`src/rtl/dma_chan_pkg.sv`:
```
package dma_chan_pkg;
  typedef enum logic [1:0] {
    ST_IDLE  = 2'd0,
    ST_CHECK = 2'd1,
    ST_READ  = 2'd2,
    ST_WRITE = 2'd3
  } chan_state_t;

  localparam int CMD_W      = 32;
  localparam int BIT_START  = 0;
  localparam int BIT_DONE   = 1;
  localparam int BIT_DONEEN = 2;
  localparam int BIT_BURST  = 3;
  localparam int SEL_W      = 4;
endpackage

```
`src/rtl/dma_rst_sync.sv`:
```
module dma_rst_sync (
  input  logic clk,
  input  logic rst_n,
  output logic rst_ni
);
  logic [1:0] sync_q;

  always_ff @(posedge clk or negedge rst_n) begin
    if (!rst_n) sync_q <= 2'b00;
    else        sync_q <= {sync_q[0], 1'b1};
  end

  assign rst_ni = sync_q[1];
endmodule

```
`src/rtl/dma_cmd_decode.sv`:
```
module dma_cmd_decode
  import dma_chan_pkg::*;
#(
  parameter int ADDR_W    = 32,
  parameter int BURST_MAX = 4
) (
  input  logic [CMD_W-1:0]  cmd,
  output logic [2:0]        burst_len,
  output logic [1:0]        size_log2,
  output logic [ADDR_W-1:0] src_step,
  output logic [ADDR_W-1:0] dst_step,
  output logic [SEL_W-1:0]  src_sel,
  output logic [SEL_W-1:0]  dst_sel
);
  logic [ADDR_W-1:0] unit_bytes;
  logic [1:0]        wcode, scode, dcode;

  assign wcode = cmd[21:20];
  assign scode = cmd[9:8];
  assign dcode = cmd[13:12];

  always_comb begin
    case (wcode)
      2'd0:    size_log2 = 2'd2;
      2'd1:    size_log2 = 2'd1;
      default: size_log2 = 2'd0;
    endcase
  end

  assign unit_bytes = ADDR_W'(1) << size_log2;
  assign burst_len  = cmd[BIT_BURST] ? 3'(BURST_MAX) : 3'd1;
  assign src_step   = (scode == 2'd0) ? '0 : (unit_bytes << (scode - 2'd1));
  assign dst_step   = (dcode == 2'd0) ? '0 : (unit_bytes << (dcode - 2'd1));
  assign src_sel    = cmd[27:24];
  assign dst_sel    = cmd[19:16];
endmodule

```
`src/rtl/dma_hs_gate.sv`:
```
module dma_hs_gate
  import dma_chan_pkg::*;
#(
  parameter int HS_LINES = 16
) (
  input  logic [HS_LINES-1:0] hs_req,
  input  logic [SEL_W-1:0]    src_sel,
  input  logic [SEL_W-1:0]    dst_sel,
  output logic                go
);
  localparam int SPAN = 1 << SEL_W;
  logic [SPAN-1:0] req_pad;

  generate
    if (HS_LINES < SPAN) begin : g_pad
      assign req_pad = {{(SPAN-HS_LINES){1'b0}}, hs_req};
    end else begin : g_full
      assign req_pad = hs_req[SPAN-1:0];
    end
  endgenerate

  logic src_ok, dst_ok;
  assign src_ok = (src_sel == '0) || req_pad[src_sel];
  assign dst_ok = (dst_sel == '0) || req_pad[dst_sel];
  assign go     = src_ok && dst_ok;
endmodule

```
`src/rtl/dma_chan_engine.sv`:
```
module dma_chan_engine
  import dma_chan_pkg::*;
#(
  parameter int ADDR_W    = 32,
  parameter int DATA_W    = 32,
  parameter int CNT_W     = 24,
  parameter int HS_LINES  = 16,
  parameter int BURST_MAX = 4
) (
  input  logic                clk,
  input  logic                rst_n,
  input  logic                load,
  input  logic [CMD_W-1:0]    load_cmd,
  input  logic [ADDR_W-1:0]   load_src,
  input  logic [ADDR_W-1:0]   load_dst,
  input  logic [CNT_W-1:0]    load_count,
  input  logic [HS_LINES-1:0] hs_req,
  output logic                mem_req,
  output logic                mem_we,
  output logic [ADDR_W-1:0]   mem_addr,
  output logic [1:0]          mem_size,
  output logic [DATA_W-1:0]   mem_wdata,
  input  logic                mem_ack,
  input  logic [DATA_W-1:0]   mem_rdata,
  output logic                busy,
  output logic                done_irq,
  output logic [CMD_W-1:0]    cmd_word,
  output logic [ADDR_W-1:0]   src_addr,
  output logic [ADDR_W-1:0]   dst_addr,
  output logic [CNT_W-1:0]    count
);
  logic rst_ni;
  dma_rst_sync u_rst (.clk(clk), .rst_n(rst_n), .rst_ni(rst_ni));

  chan_state_t       state_q, state_d;
  logic [CMD_W-1:0]  cmd_q, cmd_d;
  logic [ADDR_W-1:0] src_q, src_d, dst_q, dst_d;
  logic [CNT_W-1:0]  cnt_q, cnt_d;
  logic [2:0]        beats_q, beats_d;
  logic [DATA_W-1:0] hold_q;
  logic              hold_en;

  logic [2:0]        burst_len;
  logic [1:0]        size_log2;
  logic [ADDR_W-1:0] src_step, dst_step;
  logic [SEL_W-1:0]  src_sel, dst_sel;
  logic              gate_go;

  dma_cmd_decode #(.ADDR_W(ADDR_W), .BURST_MAX(BURST_MAX)) u_dec (
    .cmd(cmd_q), .burst_len(burst_len), .size_log2(size_log2),
    .src_step(src_step), .dst_step(dst_step),
    .src_sel(src_sel), .dst_sel(dst_sel)
  );

  dma_hs_gate #(.HS_LINES(HS_LINES)) u_gate (
    .hs_req(hs_req), .src_sel(src_sel), .dst_sel(dst_sel), .go(gate_go)
  );

  logic load_acc;
  assign load_acc = load && !cmd_q[BIT_START];

  // next-state logic
  always_comb begin
    state_d = state_q;
    cmd_d   = cmd_q;
    src_d   = src_q;
    dst_d   = dst_q;
    cnt_d   = cnt_q;
    beats_d = beats_q;
    hold_en = 1'b0;
    mem_req = 1'b0;
    mem_we  = 1'b0;
    mem_addr = src_q;
    case (state_q)
      ST_IDLE: begin
        if (load_acc) begin
          cmd_d = load_cmd;
          src_d = load_src;
          dst_d = load_dst;
          cnt_d = load_count;
        end else if (cmd_q[BIT_START]) begin
          state_d = ST_CHECK;
        end
      end
      ST_CHECK: begin
        if (cnt_q == '0) begin
          cmd_d[BIT_START] = 1'b0;
          if (cmd_q[BIT_DONEEN]) cmd_d[BIT_DONE] = 1'b1;
          state_d = ST_IDLE;
        end else if (gate_go) begin
          beats_d = (cnt_q < CNT_W'(burst_len)) ? cnt_q[2:0] : burst_len;
          state_d = ST_READ;
        end
      end
      ST_READ: begin
        mem_req = 1'b1;
        if (mem_ack) begin
          hold_en = 1'b1;
          src_d   = src_q + src_step;
          state_d = ST_WRITE;
        end
      end
      ST_WRITE: begin
        mem_req  = 1'b1;
        mem_we   = 1'b1;
        mem_addr = dst_q;
        if (mem_ack) begin
          dst_d   = dst_q + dst_step;
          cnt_d   = cnt_q - 1'b1;
          beats_d = beats_q - 3'd1;
          state_d = (beats_q == 3'd1) ? ST_CHECK : ST_READ;
        end
      end
      default: state_d = ST_IDLE;
    endcase
  end

  // state registers
  always_ff @(posedge clk or negedge rst_ni) begin
    if (!rst_ni) begin
      state_q <= ST_IDLE;
      cmd_q   <= '0;
      src_q   <= '0;
      dst_q   <= '0;
      cnt_q   <= '0;
      beats_q <= '0;
    end else begin
      state_q <= state_d;
      cmd_q   <= cmd_d;
      src_q   <= src_d;
      dst_q   <= dst_d;
      cnt_q   <= cnt_d;
      beats_q <= beats_d;
    end
  end

  always_ff @(posedge clk or negedge rst_ni) begin
    if (!rst_ni)      hold_q <= '0;
    else if (hold_en) hold_q <= mem_rdata;
  end

  assign mem_size  = size_log2;
  assign mem_wdata = hold_q;
  assign busy      = cmd_q[BIT_START];
  assign done_irq  = cmd_q[BIT_DONE];
  assign cmd_word  = cmd_q;
  assign src_addr  = src_q;
  assign dst_addr  = dst_q;
  assign count     = cnt_q;

  // assertions
  a_r1_no_access_when_stopped: assert property (@(posedge clk) disable iff (!rst_ni)
    !busy |-> !mem_req);

  a_r9_req_held: assert property (@(posedge clk) disable iff (!rst_ni)
    mem_req && !mem_ack |=> mem_req && $stable(mem_addr) && $stable(mem_we) && $stable(mem_wdata));

  a_r5_count_per_unit: assert property (@(posedge clk) disable iff (!rst_ni)
    mem_req && mem_we && mem_ack |=> count == $past(count) - 1'b1);

  a_r6_done_gated: assert property (@(posedge clk) disable iff (!rst_ni)
    !load && $rose(done_irq) |=> !busy && cmd_word[BIT_DONEEN]);

  a_r10_busy_load_ignored: assert property (@(posedge clk) disable iff (!rst_ni)
    busy && load |=> cmd_word[CMD_W-1:BIT_BURST] == $past(cmd_word[CMD_W-1:BIT_BURST]));

  a_r7_stall_when_gated: assert property (@(posedge clk) disable iff (!rst_ni)
    (state_q == ST_CHECK) && !gate_go && (cnt_q != '0) |=> !mem_req);
endmodule

```
`config.mk`:
```
export PLATFORM = sky130hd
export DESIGN_NAME = dma_chan_engine
export DESIGN_NICKNAME = d
export VERILOG_FILES = /design/src/rtl/dma_chan_pkg.sv /design/src/rtl/dma_rst_sync.sv /design/src/rtl/dma_cmd_decode.sv /design/src/rtl/dma_hs_gate.sv /design/src/rtl/dma_chan_engine.sv
export SDC_FILE = /design/constraint.sdc
export NUM_CORES = 1
export LEC_CHECK = 0
export CAP_MARGIN = 15
export CORE_AREA = 2 2 140 142
export DETAILED_ROUTE_END_ITERATION = 12
export DIE_AREA = 0 0 142 144
export DONT_BUFFER_PORTS = 1
export PLACE_DENSITY = 0.68
export SLEW_MARGIN = 20
export SYNTH_ARGS = -nofsm -noshare
export SYNTH_HDL_FRONTEND = slang
export SYNTH_SLANG_ARGS = --single-unit
```
`constraint.sdc`:
```
create_clock -name clk -period 5.67 [get_ports clk]
set_input_delay 0.2835 -clock clk [delete_from_list [all_inputs] [get_ports clk]]
set_output_delay 0.2835 -clock clk [all_outputs]
set_load 0.02 [all_outputs]
```
After elaboration in Yosys (flattened, before gate mapping)
Index checks and enable logic that the tools add are counted.
- $add $sub $neg: 6
- order comparisons: 3
- shift operators: 3
- mux-type cells: 39
- reduce and logical (&&, ||, !) cells: 24
- eq/ne operators: 15
- operator list (operator ; number):
    $mux 32 ; 7
    $pmux 32 s2 ; 2
    $add 32x32->32 ; 2
    $shl 32x2->32 ; 2
    $mux 24 ; 2
    $pmux 24 s2 ; 1
    $shl 1x2->32 const A ; 1
    $logic_not 24->1 ; 1
    $lt 24x3->1 ; 1
    $sub 24x1->24 const B ; 1
    $mux 2 ; 9
    $ne 2x2->1 const B ; 9
    $mux 3 ; 5
    $lt 4x5->1 const B ; 2
    $reduce_and 3->1 ; 3
    $bmux 1 s4 ; 2
    $logic_not 2->1 ; 4
    $logic_not 4->1 ; 2
    $pmux 2 s2 ; 2
    $pmux 2 s4 ; 1
    $reduce_and 4->1 ; 2
    $reduce_bool 2->1 ; 4
    $mux 1 ; 7
    $pmux 3 s2 ; 1
    12 further kinds ; 17
- bits of input ports: 172
- register bits after elaboration: 159
- output and inout port bits: 190
- word-level logic and storage cells: 100

Depth between registers and ports, before layout
- word-level depth: 8
- mapped depth: 15
- depth with buffers taken out: 14

Cells and area by module
Synthesis repeated with hierarchy kept, for this count alone.
- cell total of the unflattened synthesis: 1518
- area total of the unflattened synthesis: 11776.3 um^2
- by module, submodules not included (module ; sequential area each (um^2) ; area each (um^2) ; instances ; cells an instance):
    dma_chan_engine ; 3928.8 ; 10729.0 ; 1 ; 1391
    dma_cmd_decode ; 0.0 ; 752.0 ; 1 ; 105
    dma_hs_gate ; 0.0 ; 241.5 ; 1 ; 19
    dma_rst_sync ; 50.0 ; 53.8 ; 1 ; 3

Worst setup path before layout
OpenSTA, ideal clock, no wires.
- kind: flip-flop to flip-flop
- from: register cmd_q[8] (netlist: cmd_word[8])
- to: register src_q[20] (netlist: src_addr[20])
- stages on the path, launching flop included: 14
- required time: 5550 ps
- setup time: 120 ps
- period minus slack after synthesis: 3462 ps
- buffers on the path: 2
- arrival: 3343 ps
- slack: 2208 ps
- path through: dfrtp_1 clkbuf_1 inv_1 ha_1 and4b_1 ha_1 fa_1 a21o_1 a21oi_1 o211ai_1 and2_1 buf_2 a311o_1 and3_1
- word-level cells in the longest chain between the ends: 6
- elaborated cells on any way between the ends: 7
- those cells by class: 2 x add/sub; 1 x shift; 3 x mux; 1 x reduce/logical
- ends and longest elaborated chain (element ; line ; source):
    start, declared ; dma_chan_engine.sv:36 ; logic [CMD_W-1:0] cmd_q, cmd_d;
    start signal, assigned ; dma_chan_engine.sv:129 ; cmd_q <= cmd_d;
    $sub 2x1->2 ; dma_cmd_decode.sv:32 ; assign src_step = (scode == 2'd0) ? '0 : (unit_bytes << (scode - 2'd1));
    $shl 32x2->32 ; dma_cmd_decode.sv:32 ;
    $mux 32 (*) ; dma_cmd_decode.sv:32 ;
    $add 32x32->32 (*) ; dma_chan_engine.sv:99 ; src_d = src_q + src_step;
    $mux 32 (*) ; dma_chan_engine.sv:97 ; if (mem_ack) begin
    $pmux 32 s2 (*) ; dma_chan_engine.sv:74 ; case (state_q)
    end signal, assigned ; dma_chan_engine.sv:130 ; src_q <= src_d;
    end, declared ; dma_chan_engine.sv:37 ; logic [ADDR_W-1:0] src_q, src_d, dst_q, dst_d;
Mark *: on every way between the ends. The rest lies on a longest branch, timed or not. The select of a mux whose other input is x is not followed.
A chain may end at the register's enable or synchronous reset.

Final worst setup path
- from: register cmd_q[21] (netlist: cmd_word[21])
- to: register src_q[14] (netlist: src_addr[14])
- word-level cells in the longest chain between the ends: 8
- elaborated cells on any way between the ends: 9
- those cells by class: 1 x add/sub; 1 x eq/ne; 2 x shift; 4 x mux; 1 x reduce/logical
- ends and longest elaborated chain (element ; line ; source):
    $eq 2x1->1 or $logic_not 2->1 (tied branches) ; dma_cmd_decode.sv:23 ; case (wcode)
    $pmux 2 s2 (*) ; dma_cmd_decode.sv:23 ;
    via mem_size[0] ; dma_chan_engine.sv:21 ; output logic [1:0] mem_size,
    $shl 1x2->32 (*) ; dma_cmd_decode.sv:30 ; assign unit_bytes = ADDR_W'(1) << size_log2;
    $shl 32x2->32 (*) ; dma_cmd_decode.sv:32 ;
    $mux 32 (*) ; dma_cmd_decode.sv:32 ;
    $add 32x32->32 (*) ; dma_chan_engine.sv:99 ;
    $mux 32 (*) ; dma_chan_engine.sv:97 ;
    $pmux 32 s2 (*) ; dma_chan_engine.sv:74 ;
Mark *: on every way through the listed nets, which the timed path passes. The rest lies on a longest branch. The select of a mux whose other input is x is not followed.

==> out/metrics.cfg <==
[global_route]
grt_pass1_wl_mm = 48.72
grt_max_degree = 128
grt_usage = 0.3047
overflow = 0
grt_pass1_vias = 8882
antenna_found_initial = 5

[finish]
area_growth_pct = 14.57
nFillCells = 1686
fin_nets = 1446
post-route-cell-area_um2 = 11220
drive_above_1_share = 0.06166

[route]
viasPerCell = 6.257
drt_iter0_drc = 805
ant_nets = 0
firstDrtPassIters = 7
wl_mm = 32.28
routedWlPerCell_um = 21.42
routed-via-count = 9430
drc = 0

[placement]
post-place-ws_ps = 1823
place_congestion = 0.8841
dpl.hpwl_mm = 21.77
dpl_cell_area_um2 = 9899
placement.io_buffers = 0

[clock_network]
cts_made_buffers = 17
cts_buffer_depth = 2
cts_tree = built
cts_root_buf = clkbuf_16
cts_resized = 0
ctsHoldBuffers = 74
cts_max_level = 4
clk_latency_ps = 430
path_clk_slew_ps = 70
clock-sinks = 159
cts_setup_buffers = 0

[floorplanning]
die_y_um = 144
fp.dieArea_um2 = 20450
fp.dieW_um = 142
fp-row-count = 51
start_util = 0.5134
ioPinCount = 362
core_region_area_um2 = 19080

[worst_setup_path]
cp.arrival_ps = 4250
cp_data_required_time_ps = 5990
worstPathMaxFanout = 18
cp-start-kind = flop
end_kind = flop
critPathKind = reg -> reg

[sta]
maxSlewViolCount = 0
clock_skew_ps = 9.994
finalSetupTns_ps = 0
rsz0062_at_grt = false
fin_crit_ps = 3926
final_hold_viol_count = 0
slew-limit-headroom = 0.2890
min_period_over_period = 0.6924
hold_slack_ps = 25.91
fmax_mhz = 254.7
setup_viol = 0
worst_pin_slew_ps = 1067
setup_slack_ps = 1744

[yosys]
synth_top_area_share = 0.4062
ys_seq_area_frac = 0.4062
synth.avg_cell_area_um2 = 7.977
syn_area_um2 = 9796
async_reset_ff_frac = 1.000
synthCells = 1228
synth.largest_area_cell = dfrtp_1
synth_ff_type = dfrtp_1
synth-warning-count = 0
synth_seq_cells = 159
synth_edf_count = 0
synth.area.top_cells = dfrtp_1 (41%), nand2_1 (13%), a21oi_1 (4.3%), o21ai_0 (3.4%), nor2_1 (2.7%)
synth.distinct_cells = 78

[power_and_ir_drop]
power-per-cell-area_nw_per_um2 = 617.0
total_power_uw = 6924
ir_worst_vdd_mv = 0.3120
leakage_uw = 0.004913

[hold_path]
min_path_type = in -> reg

[run_status]
status = complete, no violations

[job]
cap_violations = 0

-- cells in the final DEF, fill, tap and decap left out, types with 24 or more instances in the layout --
master	n
nand2_1	344
a21oi_1	84
nor2_1	69
o21ai_0	66
nand3_1	45
nor3_1	31
dlygate4sd3_1	74
inv_1	26
nand4_1	24
dfrtp_1	158
-- where the power goes --
part / total, µW / leakage (µW) / internal [µW] / switching (µW)
combinational: 2890 / 0.00273 / 1000 / 1890
sequential: 2890 / 0.00191 / 1580 / 1310
clock: 1140 / 0.000279 / 626 / 514
-- cells by family after synthesis --
kind of cell / after synthesis / share of synthesized area
other: 2 / 0.0007667
adder cells (fa/ha/maj): 22 / 0.02963
buffers and inverters: 109 / 0.04509
AO/OA/AOI/OAI: 293 / 0.1942
AND/OR/NAND/NOR: 611 / 0.2848
XOR/XNOR: 11 / 0.009836
flip-flops: 159 / 0.4062
multiplexers: 21 / 0.02951
-- path summary, 6_finish.rpt --
path	slack [ps]	depth (start not counted)	end	start
setup reg to reg	1740	10	src_addr[14]$_DFFE_PN0P_	cmd_word[21]$_DFFE_PN0P_
setup / recovery	1740	10	src_addr[14]$_DFFE_PN0P_	cmd_word[21]$_DFFE_PN0P_
hold / removal	30	2	dst_addr[1]$_DFFE_PN0P_	load_dst[1]
hold reg to reg	270	0	cmd_word[6]$_DFFE_PN0P_	u_rst.sync_q[1]$_DFF_PN0_
max in group asynchronous	4280	1	dst_addr[16]$_DFFE_PN0P_	u_rst.sync_q[1]$_DFF_PN0_
min in group asynchronous	100	1	u_rst.sync_q[0]$_DFF_PN0_	rst_n
-- final cells by class --
class                      instances  area (µm²)  area share
antenna                            4       10.01   0.0008919
clock inverter                    13       130.1     0.01159
tap                              238       297.8     0.02653
clock buffer                      19       442.9     0.03946
inverter                          27       102.6    0.009142
multi-input combinational        961        5414      0.4824
sequential                       159        3983      0.3548
timing repair buffer              86       843.3     0.07514
-- layer usage --
metal | part of all wire | track usage
met3 | 0.091 | 0.08940
met4 | 0.026 | 0.1189
met5 | 0.00034 | 0
met1 | 0.41 | 0.3886
met2 | 0.47 | 0.4905
-- cells in the mapped netlist, drive strengths merged, types with 4 or more instances --
cell type,n
or2,7
nor4,13
clkbuf,50
nor2b,4
a21oi,85
o22a,5
a32oi,5
nand3,45
or3,4
nor2,70
a221oi,4
a31oi,10
nor3,31
buf,32
o31a,7
mux2i,12
ha,20
and2,6
a2bb2oi,12
a22oi,10
or4,5
nand4,24
o21ai,66
inv,27
and3,14
nand2,347
o211ai,7
nor3b,12
and4,8
o21a,7
xnor2,8
o22ai,23
o21bai,4
dfrtp,159
a21o,9
mux4,6
a211oi,4
nand4b,5
nand2b,6
-- sequential cells by signal, indices dropped and copies added, names as in the netlist --
signal	flops
beats_q	3
u_rst.sync_q	2
mem_wdata	32
dst_addr	32
src_addr	32
cmd_word	32
count	24
state_q	2
-- metrics by stage --
step / utilization / cells
finish: 0.5882 / 1507
global route: 0.5882 / 1507
CTS: 0.5877 / 1503
detailed placement: 0.5189 / 1397
global placement: 0.5187 / 1397
floorplan: - / 1229
-- worst max-delay path, stage by stage, from the launching register on --
cell and delay [ps]:
dfrtp_1 650, nor2b_1 590, mux2i_1 150, nor3b_1 390, fa_1 290, a21o_1 120
a21oi_1 110, o211ai_1 580, and2_1 500, nand4_1 140, a221oi_1 290
Power figures use the tool's default switching activity.
